## config.mk

```make
export PLATFORM = sky130hd
export DESIGN_NAME = sensor_readout_seq
export DESIGN_NICKNAME = d
export VERILOG_FILES = /design/src/rtl/sro_pkg.sv /design/src/rtl/sro_int_timer.sv /design/src/rtl/sro_ctrl.sv /design/src/rtl/sro_outreg.sv /design/src/rtl/sensor_readout_seq.sv
export SDC_FILE = /design/constraint.sdc
export NUM_CORES = 1
export LEC_CHECK = 0
export ABC_AREA = 1
export BUFFER_PORTS_ARGS = -buffer_cell sky130_fd_sc_hd__buf_2
export CAP_MARGIN = 20
export CORE_ASPECT_RATIO = 0.8
export CORE_MARGIN = 2
export CORE_UTILIZATION = 30
export DETAILED_ROUTE_END_ITERATION = 7
export PLACE_DENSITY = 0.52
export SLEW_MARGIN = 20
export SYNTH_ARGS = -nofsm -noshare
export SYNTH_HDL_FRONTEND = slang
export SYNTH_SLANG_ARGS = --single-unit
```

## constraint.sdc

```tcl
create_clock -name clk -period 1.6 [get_ports clk]
set_input_delay 0.4 -clock clk [delete_from_list [all_inputs] [get_ports clk]]
set_output_delay 0.4 -clock clk [all_outputs]
set_load 0.02 [all_outputs]
```

## src/rtl/sro_pkg.sv

```systemverilog
package sro_pkg;

    localparam int CODE_W = 8;

    typedef enum logic [2:0] {
        ST_IDLE,
        ST_RRST,
        ST_INTG,
        ST_SMPR,
        ST_SMPS,
        ST_CONV,
        ST_WAIT
    } seq_st_e;

    typedef struct packed {
        logic row_en;
        logic pix_rst;
        logic pix_int;
        logic smp_rst;
        logic smp_sig;
        logic conv;
    } ctl_s;

    typedef struct packed {
        logic              first;
        logic              last;
        logic [CODE_W-1:0] code;
    } beat_s;

    function automatic ctl_s ctl_of(seq_st_e s);
        ctl_s c;
        c.row_en  = (s != ST_IDLE);
        c.pix_rst = (s == ST_RRST);
        c.pix_int = (s == ST_INTG);
        c.smp_rst = (s == ST_SMPR);
        c.smp_sig = (s == ST_SMPS);
        c.conv    = (s == ST_CONV);
        return c;
    endfunction

endpackage

```

## src/rtl/sro_int_timer.sv

```systemverilog
module sro_int_timer #(
    parameter int INT_W = 20
) (
    input  logic             clk,
    input  logic             rst,
    input  logic             load,
    input  logic [INT_W-1:0] len,
    input  logic             tick,
    output logic             expired
);
    logic [INT_W-1:0] cnt;

    always_ff @(posedge clk) begin
        if (rst) begin
            cnt <= '0;
        end else if (load) begin
            cnt <= (len == '0) ? INT_W'(1) : len;
        end else if (tick && cnt != '0) begin
            cnt <= cnt - 1'b1;
        end
    end

    assign expired = (cnt == INT_W'(1));
endmodule

```

## src/rtl/sro_ctrl.sv

```systemverilog
module sro_ctrl
    import sro_pkg::*;
#(
    parameter int COLS  = 176,
    parameter int ROWS  = 144,
    parameter int INT_W = 20,
    localparam int COL_W = $clog2(COLS),
    localparam int ROW_W = $clog2(ROWS)
) (
    input  logic             clk,
    input  logic             rst,
    input  logic             frame_go,
    input  logic [INT_W-1:0] int_len,
    input  logic             adc_done,
    input  logic             tmr_exp,
    output seq_st_e          state,
    output logic [ROW_W-1:0] row,
    output logic [COL_W-1:0] col,
    output logic [INT_W-1:0] len_q,
    output logic             accept
);
    localparam logic [COL_W-1:0] COL_LAST = COL_W'(COLS - 1);
    localparam logic [ROW_W-1:0] ROW_LAST = ROW_W'(ROWS - 1);

    assign accept = (state == ST_WAIT) && adc_done;

    always_ff @(posedge clk) begin
        if (rst) begin
            state <= ST_IDLE;
            row   <= '0;
            col   <= '0;
            len_q <= '0;
        end else begin
            unique case (state)
                ST_IDLE: if (frame_go) begin
                    len_q <= int_len;
                    row   <= '0;
                    col   <= '0;
                    state <= ST_RRST;
                end
                ST_RRST: state <= ST_INTG;
                ST_INTG: if (tmr_exp) state <= ST_SMPR;
                ST_SMPR: state <= ST_SMPS;
                ST_SMPS: state <= ST_CONV;
                ST_CONV: state <= ST_WAIT;
                ST_WAIT: if (adc_done) begin
                    if (col != COL_LAST) begin
                        col   <= col + 1'b1;
                        state <= ST_SMPR;
                    end else begin
                        col <= '0;
                        if (row != ROW_LAST) begin
                            row   <= row + 1'b1;
                            state <= ST_RRST;
                        end else begin
                            row   <= '0;
                            state <= ST_IDLE;
                        end
                    end
                end
                default: state <= ST_IDLE;
            endcase
        end
    end


    sig_after_rst_chk: assert property (@(posedge clk) disable iff (rst)
        (state == ST_SMPS) |-> $past(state == ST_SMPR));

    conv_after_sig_chk: assert property (@(posedge clk) disable iff (rst)
        (state == ST_CONV) |-> $past(state == ST_SMPS));

    col_hold_chk: assert property (@(posedge clk) disable iff (rst)
        (state == ST_WAIT && !adc_done) |=> $stable(col));

    rst_then_int_chk: assert property (@(posedge clk) disable iff (rst)
        (state == ST_RRST) |=> (state == ST_INTG));
endmodule

```

## src/rtl/sro_outreg.sv

```systemverilog
module sro_outreg
    import sro_pkg::*;
(
    input  logic  clk,
    input  logic  rst,
    input  logic  accept,
    input  beat_s beat_in,
    output logic  valid,
    output beat_s beat
);
    always_ff @(posedge clk) begin
        if (rst) begin
            valid <= 1'b0;
            beat  <= '0;
        end else begin
            valid <= accept;
            if (accept) begin
                beat <= beat_in;
            end else begin
                beat.first <= 1'b0;
                beat.last  <= 1'b0;
            end
        end
    end
endmodule

```

## src/rtl/sensor_readout_seq.sv

```systemverilog
module sensor_readout_seq
    import sro_pkg::*;
#(
    parameter int COLS  = 176,
    parameter int ROWS  = 144,
    parameter int INT_W = 20
) (
    input  logic                     clk,
    input  logic                     rst,
    input  logic                     frame_go,
    input  logic [INT_W-1:0]         int_len,
    input  logic                     adc_done,
    input  logic [CODE_W-1:0]        adc_code,
    output logic                     row_en,
    output logic [$clog2(ROWS)-1:0]  row_sel,
    output logic                     pix_rst,
    output logic                     pix_int,
    output logic                     cds_rst_smp,
    output logic                     cds_sig_smp,
    output logic [$clog2(COLS)-1:0]  col_addr,
    output logic                     adc_start,
    output logic                     pix_valid,
    output logic [CODE_W-1:0]        pix_code,
    output logic                     frame_first,
    output logic                     line_last
);
    localparam int COL_W = $clog2(COLS);
    localparam int ROW_W = $clog2(ROWS);

    seq_st_e          state;
    logic [ROW_W-1:0] row;
    logic [COL_W-1:0] col;
    logic [INT_W-1:0] len_q;
    logic             accept;
    logic             tmr_exp;
    ctl_s             ctl;
    beat_s            beat_in;
    beat_s            beat_q;

    sro_ctrl #(.COLS(COLS), .ROWS(ROWS), .INT_W(INT_W)) u_ctrl (
        .clk      (clk),
        .rst      (rst),
        .frame_go (frame_go),
        .int_len  (int_len),
        .adc_done (adc_done),
        .tmr_exp  (tmr_exp),
        .state    (state),
        .row      (row),
        .col      (col),
        .len_q    (len_q),
        .accept   (accept)
    );

    sro_int_timer #(.INT_W(INT_W)) u_tmr (
        .clk     (clk),
        .rst     (rst),
        .load    (state == ST_RRST),
        .len     (len_q),
        .tick    (state == ST_INTG),
        .expired (tmr_exp)
    );

    always_comb begin
        ctl           = ctl_of(state);
        beat_in.first = (row == '0) && (col == '0);
        beat_in.last  = (col == COL_W'(COLS - 1));
        beat_in.code  = adc_code;
    end

    sro_outreg u_out (
        .clk     (clk),
        .rst     (rst),
        .accept  (accept),
        .beat_in (beat_in),
        .valid   (pix_valid),
        .beat    (beat_q)
    );

    assign row_en      = ctl.row_en;
    assign row_sel     = row;
    assign pix_rst     = ctl.pix_rst;
    assign pix_int     = ctl.pix_int;
    assign cds_rst_smp = ctl.smp_rst;
    assign cds_sig_smp = ctl.smp_sig;
    assign col_addr    = col;
    assign adc_start   = ctl.conv;
    assign pix_code    = beat_q.code;
    assign frame_first = beat_q.first;
    assign line_last   = beat_q.last;


    beat_after_done_chk: assert property (@(posedge clk) disable iff (rst)
        pix_valid |-> $past(adc_done));

    first_marker_chk: assert property (@(posedge clk) disable iff (rst)
        frame_first |-> pix_valid);

    last_marker_chk: assert property (@(posedge clk) disable iff (rst)
        line_last |-> pix_valid);

    no_beat_idle_chk: assert property (@(posedge clk) disable iff (rst)
        (state == ST_INTG) |=> !pix_valid);
endmodule

```

Yosys cells after proc, flatten, opt, wreduce, memory -nomap -nowiden
Index checks and enable logic that the tools add are counted.
- register bits: 70
- reduce and logical (&&, ||, !) cells: 16
- $add $sub $neg: 3
- muxes and demuxes: 17
- eq/ne operators: 14
- bitwise gates (word level): 1
- operators with widths (kind ; count):
    20-bit 2-to-1 mux ; 3
    8-bit 2-to-1 mux ; 6
    8-bit one-hot mux with 2 select lines ; 2
    3-bit one-hot mux with 7 select lines ; 1
    20-bit by 1-bit equality test with 1-bit output, second input constant ; 1
    20-bit zero test ; 1
    20-bit nonzero test ; 1
    20-bit by 1-bit subtractor with 20-bit output, second input constant ; 1
    8-bit by 1-bit adder with 8-bit output, second input constant ; 2
    8-bit zero test ; 2
    8-bit inequality test, second input constant ; 2
    3-bit 2-to-1 mux ; 4
    3-bit equality test, second input constant ; 3
    8-bit equality test, second input constant ; 1
    2-bit inequality test, second input constant ; 4
    3-bit by 2-bit equality test with 1-bit output, second input constant ; 2
    3-bit AND reduction ; 2
    4-bit AND reduction ; 1
    2-bit nonzero test ; 2
    3-bit by 1-bit equality test with 1-bit output, second input constant ; 1
    1-bit logical AND ; 3
    3-bit zero test ; 1
    3-bit nonzero test ; 1
    2-bit AND reduction ; 1
    3 further kinds ; 3

Longest topological paths before layout
Gate-level depths: netlist (run 1).
- depth in word-level cells: 5
- depth in mapped cells: 11

By module
From an unflattened synthesis (run 1), not the netlist that was laid out.
- cells, all modules: 621
- area, all modules: 3968.8 µm²
- by module, submodules not included (module ; sequential area each (µm²) ; area each (µm²) ; instances ; cells each):
    sro_ctrl ; 780.7 ; 1808.0 ; 1 ; 262
    sro_int_timer ; 400.4 ; 1567.8 ; 1 ; 261
    sro_outreg ; 220.2 ; 426.7 ; 1 ; 58
    sensor_readout_seq ; 0.0 ; 166.4 ; 1 ; 40

Worst setup path after synthesis (run 1)
Ideal clock, no wire load.
- kind: reg-to-reg
- start point: reg u_ctrl.col[0]
- end point: reg u_ctrl.row[5]
- setup time: 117 ps
- setup slack: -59 ps
- cell stages (with the launch flop): 12
- path buffers: 1
- arrival time: 1541 ps
- required time: 1483 ps
- period minus slack after synthesis: 1659 ps
- cells stage by stage: dfxtp_1 -> ha_1 -> nand2_1 -> nor2_1 -> nand4_1 -> nand2_1 -> nand2_2 -> buf_6 -> nor2_1 -> nand2_1 -> nand2_1 -> nor2_1
- word-level cells in the longest chain between the ends: 3
- RTL lines (item ; RTL line ; RTL):
    start: declaration ; sro_ctrl.sv:18 ; output logic [COL_W-1:0] col,
    start signal: assignment ; sro_ctrl.sv:48 ; col <= col + 1'b1;
    8-bit inequality test ; sro_ctrl.sv:47 ; if (col != COL_LAST) begin
    2-bit inequality test (no line) ; -- ;
    4-bit AND reduction (no line) ; -- ;
    end signal: assignment ; sro_ctrl.sv:53 ; row <= row + 1'b1;
    end: declaration ; sro_ctrl.sv:17 ; output logic [ROW_W-1:0] row,
No other way between the ends.
A chain may end at the register's enable or synchronous reset.

Worst setup path after layout (run 1)
- start point: reg u_ctrl.state[2]
- end point: out row_en
- word-level cells in the longest chain between the ends: 1
- RTL lines (item ; RTL line ; RTL):
    start: declaration ; sro_ctrl.sv:16 ; output seq_st_e state,
    start signal: assignment ; sro_ctrl.sv:29 ; state <= ST_IDLE;
    start signal: assignment ; sro_ctrl.sv:39 ; state <= ST_RRST;
    start signal: assignment ; sro_ctrl.sv:41 ; ST_RRST: state <= ST_INTG;
    3-bit nonzero test ; sro_pkg.sv:32 ; c.row_en = (s != ST_IDLE);
    end: declaration ; sensor_readout_seq.sv:14 ; output logic row_en,
No other way between the ends.

==> out/qor.csv, run 1 <==
stage;metric;value;unit
outcome;status;finished, violations left;
outcome;violations;setup timing;
logic_synthesis;synth_enable_flop_cells;0;
die;rows;36;
logic_synthesis;synth_ff_type;dfxtp_1;
layout;regArea;1420;µm²
cts;clk_pin_slew;0.06;ns
critical_path;worstSetupStartpointType;flop;
timing;hold_violations;0;
timing;skew;0.00839;ns
layout;multi_input_area;2120;µm²
timing;post-route-period-util;105;%
layout;drive_above_1_share;27.6;%
die;design.core.area;12200;µm²
layout;antenna_cells;0;
global_routing;grt_pass1_vias;3668;
die;dieArea;13400;µm²
critical_path;end_kind;output pin;
timing;report.final.slew_viol_count;0;
global_routing;grt_pass1_wl;18100;µm
logic_synthesis;synth.yosys.warnings;0;
layout;final_net_count;718;
power_and_ir_drop;p_leak;2.31;nW
placed_design;portBuffers;64;
critical_path;reg2reg_depth;10;
power_and_ir_drop;irDropWorstVdd;721;µV
routing;wire_per_inst;13.6;µm
global_routing;gr-total-overflow;0;
logic_synthesis;yosysUniqueCellTypes;34;
routing;drc;0;
cts;htree_levels;3;
worst_hold_path;whs_path_depth;3;
layout;syn2layout_area_growth;34.8;%
layout;fillers;1275;
cts;cts_buffer_depth;2;
global_routing;grt_max_degree;37;
die;ios;65;
placed_design;dp.cells;813;
power_and_ir_drop;power.total;10.1;mW
timing;clock.fmax;597;MHz
placed_design;dpl.hpwl;8310;µm
timing;worst_slack;-0.0754;ns
die;die_w;129;µm
routing;drtIter0Drc;223;
die;start_util;30.7;%
logic_synthesis;synth.net_count;610;
routing;totalWireLength;11300;µm
placed_design;pre_cts_slack;-0.0337;ns
critical_path;arrival;1.28;ns
cts;clock_latency;0.35;ns
routing;routed-via-count;3983;
flow_run;drv_cap;0;
timing;worstMarginPinSlew;0.372;ns
timing;relSlewSlack;75.2;%
timing;layout_min_cycle_time;1.68;ns
critical_path;worstPathRequired;1.20;ns
cts;cts_tree;built;
critical_path;worstPathMaxFanout;2;
layout;instances_no_fill;836;
placed_design;place.gp.congestion;0.894;
logic_synthesis;synth_area_per_cell;6.55;µm²
placed_design;placed_area;4500;µm²
cts;numCtsBuffers;9;
global_routing;grt_use_total;17.2;%
timing;timing.hold.ws;0.313;ns
layout;mostFrequentLayoutCells;nand2_1, nor2_1, dfxtp_1, buf_2, inv_1;
worst_hold_path;holdCritPathClass;input port to flop;
routing;viasPerCell;4.76;
critical_path;path_class;flop to output pin;
logic_synthesis;synth_cells;571;
layout;final_area;5040;µm²
power_and_ir_drop;powerDensity;2010;nW/µm²
logic_synthesis;ys_ff_latch;70;
die;die_y;104;µm
cts;cts.sinks;70;
routing;antenna_left;0;
global_routing;antenna_found_initial;0;
cts;root_buffer;clkbuf_16;
timing;setup_viol;2;
logic_synthesis;synth_area;3740;µm²
timing;rsz0062_at_grt;yes;
routing;drtPass1Iterations;5;
logic_synthesis;synthArstFlopShare;0;%
logic_synthesis;ys_seq_area_share;37.5;%
layout;final_common_cell;nand2_1;
cells by family after synthesis:
logic type,after synthesis,synth area share [%]
AO/OA/AOI/OAI,95,13.3
AND/OR/NAND/NOR,311,36.8
buffers and inverters,85,9.31
flip-flops,70,37.5
XOR/XNOR,3,0.703
adder cells (fa/ha/maj),7,2.34
layout make-up:
class / count / area share, %
Clock buffer: 10 / 4.74
Clock inverter: 6 / 0.894
Tap cell: 152 / 3.77
Timing Repair Buffer: 116 / 15.2
Multi-Input combinational cell: 416 / 42.0
Sequential cell: 70 / 28.1
Inverter: 66 / 5.24
flip-flops by register name (all words and copies together), names as in the netlist:
register and count:
u_ctrl.col 8, u_ctrl.len_q 20, u_ctrl.row 8, u_ctrl.state 3, u_out.beat 10, u_out.valid 1, u_tmr.cnt 20
Yosys cell counts, types with 6 or more instances:
library cell,count,area (µm²)
a21oi_1,48,240
inv_1,63,236
ha_1,7,87.6
nand2_1,125,469
nor3_1,13,65.1
o21ai_0,32,160
clkbuf_1,9,33.8
dfxtp_1,70,1400
o21ai_1,6,30.0
nand4_1,10,62.6
nand2_2,6,37.5
nand3_1,49,245
nor2_1,90,338
repair_timing:
action | CTS | global route
endpoints found under the setup margin | 10 | 38
resized for setup | 25 | 51
setup buffers | 5 | 2
hold buffers | 0 | 0
pin swaps | 3 | 11
worst paths after layout:
kind	start	to	slack, ns
setup / recovery	u_ctrl.state[2]	row_en	-0.08
hold / removal	int_len[6]	u_ctrl.len_q[6]	0.31
setup reg to reg	u_ctrl.col[1]	u_ctrl.row[3]	0.03
hold reg to reg	u_out.beat[1]	u_out.beat[1]	0.46
per-stage QoR:
stage / utilization (%) / TNS (ns)
2_1_floorplan: - / 0
3_3_place_gp: 37.0 / -0.109
3_5_place_dp: 37.0 / -0.118
4_1_cts: 40.2 / -0.182
5_1_grt: 41.4 / -0.438
6_report: 41.4 / -0.122
metal layers:
layer / up-vias / track usage [%] / wire (µm)
li1: 2063 / - / -
met1: 1809 / 24.8 / 5810
met2: 92 / 24.4 / 4770
met3: 19 / 4.44 / 561
met4: 0 / 6.75 / 210
met5: - / 0 / 0
worst max-delay path, stage by stage (launching register included):
cell and delay, ns:
dfxtp_2 0.33, buf_6 0.12, nor3_4 0.21, buf_6 0.13, inv_4 0.03, buf_6 0.12
where the power goes:
group | total [mW] | internal, mW | switching (mW)
clock network | 1.93 | 1.10 | 0.830
registers | 2.54 | 2.18 | 0.359
logic | 5.66 | 2.28 | 3.38
Note: power is estimated with default switching activity, not from simulation.
==> run 2: changes to the inputs <==
- ABC_AREA: 1 -> unset
==> run 2 against run 1 <==
The run still ends with setup timing left. Critical path depth stayed put. Utilization is 8.4 points higher. Setup slack worse by 0.29 ns. Clock power is 6% lower. Clock skew is 0.0029 ns lower. Synthesized cell count is 26% lower. Hold slack worse by 0.013 ns. Cell count is 12% lower. Sequential share of layout area is 2.1 points lower. Fmax is 15% lower. Count of clock-buffer cells in the layout stayed put. Wire length is 2.1% higher. Critical path type is now flop to flop. Critical endpoint is now u_tmr.cnt[14]. Largest power group unchanged.
==> out/qor.csv, run 2 <==
stage;metric;value;unit;change
critical_path;worstPathMaxFanout;5;;+3
layout;fillers;1030;;-19%
routing;drc;0;;unchanged
logic_synthesis;synth_cells;424;;-26%
global_routing;grt_max_degree;32;;-14%
worst_hold_path;hp-start;int_len[2];;
global_routing;grt_use_total;18.7;%;+1.5 points
layout;mostFrequentLayoutCells;buf_4, nand2_1, buf_2, dfxtp_1, buf_6;;
timing;worst_slack;-0.370;ns;-0.294 ns
timing;worstMarginPinSlew;0.441;ns;+0.0686 ns
critical_path;reg2reg_setup_slack;-0.37;ns;-0.40 ns
timing;layout_min_cycle_time;1.97;ns;+0.294 ns
cts;clk_pin_slew;0.06;ns;about the same
global_routing;grt_pass1_vias;3463;;-5.6%
timing;hold_violations;0;;unchanged
logic_synthesis;synth_enable_flop_cells;0;;unchanged
placed_design;pre_cts_slack;-0.328;ns;-0.294 ns
critical_path;path_class;flop to flop;;
logic_synthesis;synth_top_area_cell;dfxtp_1;;
critical_path;rr_startpoint;u_tmr.cnt[2];;
logic_synthesis;yosysMostFrequentCell;nand2_1;;
logic_synthesis;synth.yosys.warnings;0;;unchanged
logic_synthesis;ys_ff_latch;70;;unchanged
power_and_ir_drop;powerDensity;1110;nW/µm²;-45%
timing;clock.fmax;508;MHz;-15%
global_routing;antenna_found_initial;0;;unchanged
die;die_w;123;µm;-4.1%
critical_path;worstSetupStartpointType;flop;;
global_routing;gr-total-overflow;0;;unchanged
routing;routed-via-count;3727;;-6.4%
cts;cts_hold_buf;0;;unchanged
layout;instances_no_fill;735;;-12%
critical_path;worstPathRequired;1.84;ns;+0.64 ns
logic_synthesis;synth_area;3420;µm²;-8.4%
routing;wire_per_inst;15.8;µm;+16%
logic_synthesis;ys_seq_area_share;40.9;%;+3.4 points
placed_design;place.gp.congestion;0.863;;-3.5%
logic_synthesis;yosysUniqueCellTypes;53;;+56%
critical_path;arrival;2.20;ns;+0.92 ns
critical_path;endpoint;u_tmr.cnt[14];;
die;dieArea;12300;µm²;-8.1%
critical_path;end_kind;flop;;
layout;final_common_cell;buf_4;;
routing;antenna_left;0;;unchanged
routing;viasPerCell;5.07;;+6.4%
power_and_ir_drop;p_leak;2.31;nW;about the same
critical_path;rr_endpoint;u_tmr.cnt[14];;
cts;cts_buffer_depth;2;;unchanged
die;die_y;99.6;µm;-4.1%
routing;drtIter0Drc;294;;+32%
layout;final_area;5500;µm²;+9.1%
placed_design;portBuffers;64;;unchanged
routing;drtPass1Iterations;5;;unchanged
logic_synthesis;synth_ff_type;dfxtp_1;;
logic_synthesis;synthTopCellsByCount;nand2_1, dfxtp_1, a21oi_1;;
layout;drive_above_1_share;47.2;%;+20 points
timing;relSlewSlack;70.4;%;-4.8 points
cts;htree_levels;3;;unchanged
power_and_ir_drop;irDropWorstVdd;568;µV;-21%
die;ios;65;;unchanged
critical_path;reg2reg_depth;5;;-5
critical_path;crit_start;u_tmr.cnt[2];;
layout;final_net_count;625;;-13%
layout;top_regs;u_ctrl.len_q: 20 flops, u_tmr.cnt: 20 flops, u_out.beat: 10 flops;;
timing;timing.hold.ws;0.300;ns;-0.0129 ns
outcome;violations;setup timing;;
flow_run;drv_cap;0;;unchanged
layout;final_util;49.9;%;+8.4 points
timing;report.final.slew_viol_count;0;;unchanged
placed_design;dp.cells;687;;-15%
worst_hold_path;holdCritPathClass;input port to flop;;
cts;cts.sinks;70;;unchanged
layout;antenna_cells;0;;unchanged
timing;setup_tns;-6.95;ns;-6.82 ns
layout;syn2layout_area_growth;60.5;%;
power_and_ir_drop;power.total;6.08;mW;-40%
cts;root_buffer;clkbuf_16;;
placed_design;dpl.hpwl;7620;µm;-8.3%
die;design.core.area;11000;µm²;-9.4%
timing;setup_viol;42;;+40
cts;numCtsBuffers;9;;unchanged
global_routing;grt_pass1_wl;17900;µm;-1.3%
cts;clock_latency;0.33;ns;-0.02 ns
die;rows;34;;-5.6%
die;start_util;31.1;%;+0.35 points
logic_synthesis;synthArstFlopShare;0;%;unchanged
timing;post-route-period-util;123;%;+18 points
outcome;status;finished, violations left;;
placed_design;placed_area;4480;µm²;-0.56%
routing;totalWireLength;11600;µm;+2.1%
logic_synthesis;synth.net_count;463;;-24%
timing;rsz0062_at_grt;yes;;
logic_synthesis;synth_top_area_share;40.9;%;+3.4 points
logic_synthesis;synth_area_per_cell;8.08;µm²;+23%
cts;cts_tree;built;;
timing;skew;0.00553;ns;-0.00286 ns
logic_synthesis;synth.area.top_cells;dfxtp_1, nand2_1, a21oi_1;;
run 2: where the power goes:
part	switching (mW)	leakage [nW]	internal, mW
clock network	0.742	0.130	1.08
registers	0.125	0.577	1.89
logic	1.13	1.61	1.12
run 2: cell type report:
cell class	instances	area (µm²)	share of cell area, %
clock buffer	10	239	4.35
multi-input combinational	321	2230	40.6
tap	144	180	3.28
sequential	70	1430	26.0
clock inverter	6	37.5	0.683
timing repair buffer	174	1330	24.2
inverter	10	47.5	0.865
run 2: worst min-delay path by stage:
stage          cells past startpoint               to  slack (ns)
6_report                           3  u_ctrl.len_q[2]        0.30
3_5_place_dp                       2    u_out.beat[2]        0.45
3_3_place_gp                       2    u_out.beat[7]        0.44
5_1_grt                            3  u_ctrl.len_q[1]        0.30
2_1_floorplan                      2  u_ctrl.len_q[8]        0.45
4_1_cts                            3  u_ctrl.len_q[2]        0.29
run 2: critical path, stage by stage (launching register included):
cell	delay (ns)
dfxtp_2	0.33
nor4_4	0.35
nand4_2	0.24
or3_4	0.38
or3_1	0.31
a311oi_1	0.27
run 2: layer usage:
| metal | track usage [%] | share of wire (%) | routed length, µm |
|---|---|---|---|
| met5 | 0 | 0 | 0 |
| met3 | 5.05 | 7.6 | 876 |
| met2 | 25.9 | 43 | 4990 |
| met1 | 28.1 | 48 | 5530 |
| met4 | 5.42 | 1.6 | 188 |
run 2: cells by family after synthesis:
family / synth area share [%]
AND/OR/NAND/NOR: 30.5
AO/OA/AOI/OAI: 16.7
flip-flops: 40.9
buffers and inverters: 5.04
XOR/XNOR: 4.35
adder cells (fa/ha/maj): 2.56
run 2: timing repair:
item	CTS	global route
endpoints found under the setup margin	35	62
gates cloned	1	2
buffers inserted	18	12
gates resized for setup	64	68
pin swaps	17	45
==> run 3: changes to the inputs <==
- MAX_ROUTING_LAYER: unset -> met4
- clock period: 1.6 -> 1.9 ns (I/O delays scaled with it)
==> run 3 against run 2 <==
The run still ends with setup timing left. Largest cell class unchanged. First-iteration DRC count down 51%. Clock skew about the same. Combinational power down 35%. Largest power group is now the clock network. Setup slack better by 0.30 ns. Clock power up 3%. Non-clock buffer count down 56.
==> out/qor.csv, run 3 (synthesis results as in run 2) <==
stage;metric;value;unit;change
global_routing;grt_pass1_wl;16200;µm;-9.4%
critical_path;critPathSlowestCell;or4_4;;
critical_path;critical_path.top_delay_family;simple AND/OR/NAND/NOR gates;;
global_routing;grt_max_degree;29;;-9.4%
timing;setup_tns;-0.0684;ns;+6.88 ns
timing;post-route-period-util;104;%;-20 points
cts;cts.sinks;70;;unchanged
timing;worst_slack;-0.0684;ns;+0.301 ns
timing;rsz0062_at_grt;yes;;
layout;antenna_cells;0;;unchanged
die;design.core.area;11000;µm²;unchanged
routing;drtIter0Drc;145;;-51%
cts;root_buffer;clkbuf_16;;
critical_path;worstSetupStartpointType;flop;;
layout;final_net_count;568;;-9.1%
power_and_ir_drop;powerDensity;1090;nW/µm²;-1.4%
timing;setup_viol;1;;-98%
layout;mostFrequentLayoutCells;nand2_1, buf_2, dfxtp_1, buf_4, a21oi_1;;
critical_path;reg2reg_depth;5;;unchanged
outcome;violations;setup timing;;
worst_hold_path;holdCritPathClass;input port to flop;;
routing;viasPerCell;5.00;;-1.4%
worst_hold_path;whs_path_depth;3;;unchanged
critical_path;timing.critical_path.buf_inv;0;;unchanged
timing;hold_violations;0;;unchanged
cts;cts_tree;built;;
placed_design;dpl.hpwl;7330;µm;-3.8%
timing;report.final.slew_viol_count;0;;unchanged
cts;cts_hold_buf;0;;unchanged
critical_path;path_cells;or3_4, or2_4, or4_4, or3_4, a31oi_1;;
power_and_ir_drop;irDropWorstVdd;486;µV;-14%
cts;clock_latency;0.34;ns;about the same
routing;drc;0;;unchanged
layout;final_util;42.0;%;-7.8 points
worst_hold_path;min_delay_worst_endpoint;u_out.beat[4];;
power_and_ir_drop;combPwrFrac;29.1;%;-7.9 points
cts;cts_buffer_depth;2;;unchanged
routing;routed-via-count;3390;;-9.0%
routing;totalWireLength;10100;µm;-13%
layout;final_common_cell;nand2_1;;
die;rows;34;;unchanged
critical_path;arrival;2.23;ns;+0.03 ns
placed_design;portBuffers;64;;unchanged
critical_path;cpMostUsedCell;or3_4;;
power_and_ir_drop;swShare;30.2;%;-2.7 points
critical_path;end_kind;flop;;
global_routing;gr-total-overflow;0;;unchanged
critical_path;rr_endpoint;u_tmr.cnt[18];;
layout;top_regs;u_ctrl.len_q: 20 flops, u_tmr.cnt: 20 flops, u_out.beat: 10 flops;;
power_and_ir_drop;p_leak;1.91;nW;-17%
cts;numCtsBuffers;9;;unchanged
die;die_w;123;µm;unchanged
timing;worstMarginPinSlew;0.364;ns;-0.0769 ns
die;ios;65;;unchanged
cts;clk_pin_slew;0.06;ns;about the same
flow_run;drv_cap;0;;unchanged
routing;antenna_left;0;;unchanged
worst_hold_path;hp-start;adc_code[4];;
placed_design;dp.cells;656;;-4.5%
power_and_ir_drop;power.total;5.06;mW;-17%
global_routing;grt_pass1_vias;3206;;-7.4%
critical_path;reg2reg_setup_slack;-0.07;ns;+0.30 ns
layout;instances_no_fill;678;;-7.8%
routing;wire_per_inst;14.9;µm;-5.8%
timing;layout_min_cycle_time;1.97;ns;-0.00126 ns
critical_path;worstPathMaxFanout;3;;-2
die;dieArea;12300;µm²;unchanged
outcome;status;finished, violations left;;
timing;clock.fmax;508;MHz;about the same
critical_path;rr_startpoint;u_tmr.cnt[12];;
timing;skew;0.00566;ns;+0.000134 ns
routing;drtPass1Iterations;4;;-1
die;start_util;31.1;%;unchanged
global_routing;antenna_found_initial;0;;unchanged
power_and_ir_drop;intPower;3.53;mW;-14%
critical_path;worstPathRequired;2.16;ns;+0.32 ns
power_and_ir_drop;power.switching;1.53;mW;-24%
die;die_y;99.6;µm;unchanged
power_and_ir_drop;clockPowerShare;37.3;%;+7.3 points
placed_design;place.gp.congestion;0.868;;+0.54%
timing;timing.hold.ws;0.373;ns;+0.0729 ns
critical_path;critPathMaxStageDelay;0.49;ns;+0.11 ns
cts;htree_levels;3;;unchanged
timing;relSlewSlack;75.5;%;+5.2 points
global_routing;grt_use_total;17.6;%;-1.2 points
layout;drive_above_1_share;31.5;%;-16 points
layout;syn2layout_area_growth;35.3;%;
critical_path;path_class;flop to flop;;
power_and_ir_drop;seqPwrFrac;33.7;%;+0.6 points
==> run 3: cell types whose count changed in the layout (fill, tap and decap cells not counted), moves of 7 or more <==
cell and change:
nand2_1 +11, nand2_4 -9, buf_6 -25, a21oi_1 +11, nor3_1 +7, buf_4 -30, a21oi_2 -10
==> run 3: area by class of cell <==
type	instances	area (µm²)
Inverter	10	40.0
Timing Repair Buffer	118	742
Clock inverter	3	65.1
Sequential cell	70	1420
Clock buffer	13	270
Multi-Input combinational cell	320	1920
Fill cell	1143	6390
Tap cell	144	180
==> run 3: worst min-delay path, stage by stage <==
cell     delay, ns
buf_2         0.10
nand2_1       0.04
a21oi_1       0.05
==> run 3: worst max path at each step <==
stage,end,slack (ns),start,cells past startpoint
final,u_tmr.cnt[18],-0.07,u_tmr.cnt[12],5
after CTS,u_tmr.cnt[18],-0.02,u_tmr.cnt[9],5
after global placement,u_tmr.cnt[18],-0.03,u_tmr.cnt[12],5
after detailed placement,u_tmr.cnt[18],-0.07,u_tmr.cnt[12],5
after floorplan,u_tmr.cnt[18],-0.02,u_tmr.cnt[12],5
after global routing,u_tmr.cnt[18],-0.12,u_tmr.cnt[12],5
==> run 3: metrics by stage <==
| step | setup slack (ns) | area, µm² |
|---|---|---|
| floorplan | -0.0233 | 3430 |
| global placement | -0.0306 | 4150 |
| detailed placement | -0.0683 | 4150 |
| CTS | -0.0156 | 4550 |
| global route | -0.125 | 4630 |
| finish | -0.0684 | 4630 |
==> run 3: power groups by stage <==
stage	clock (mW)	combinational, mW	sequential [mW]
floorplan	0	0.767	1.72
global placement	0	1.28	1.72
detailed placement	0	1.29	1.73
CTS	1.93	1.36	1.70
global route	2.00	1.61	1.72
finish	1.88	1.47	1.70
==> run 3: what timing repair did <==
item	CTS	global route
pin swaps	5	13
setup endpoints to repair	11	31
resized for setup	6	25
setup buffers	5	1
==> run 3: metal layers <==
layer  wire length (µm)  global-route usage (%)
met2               4060                    22.8
met5                  0                       -
met1               5370                    25.5
met4                166                    5.94
met3                476                    4.93
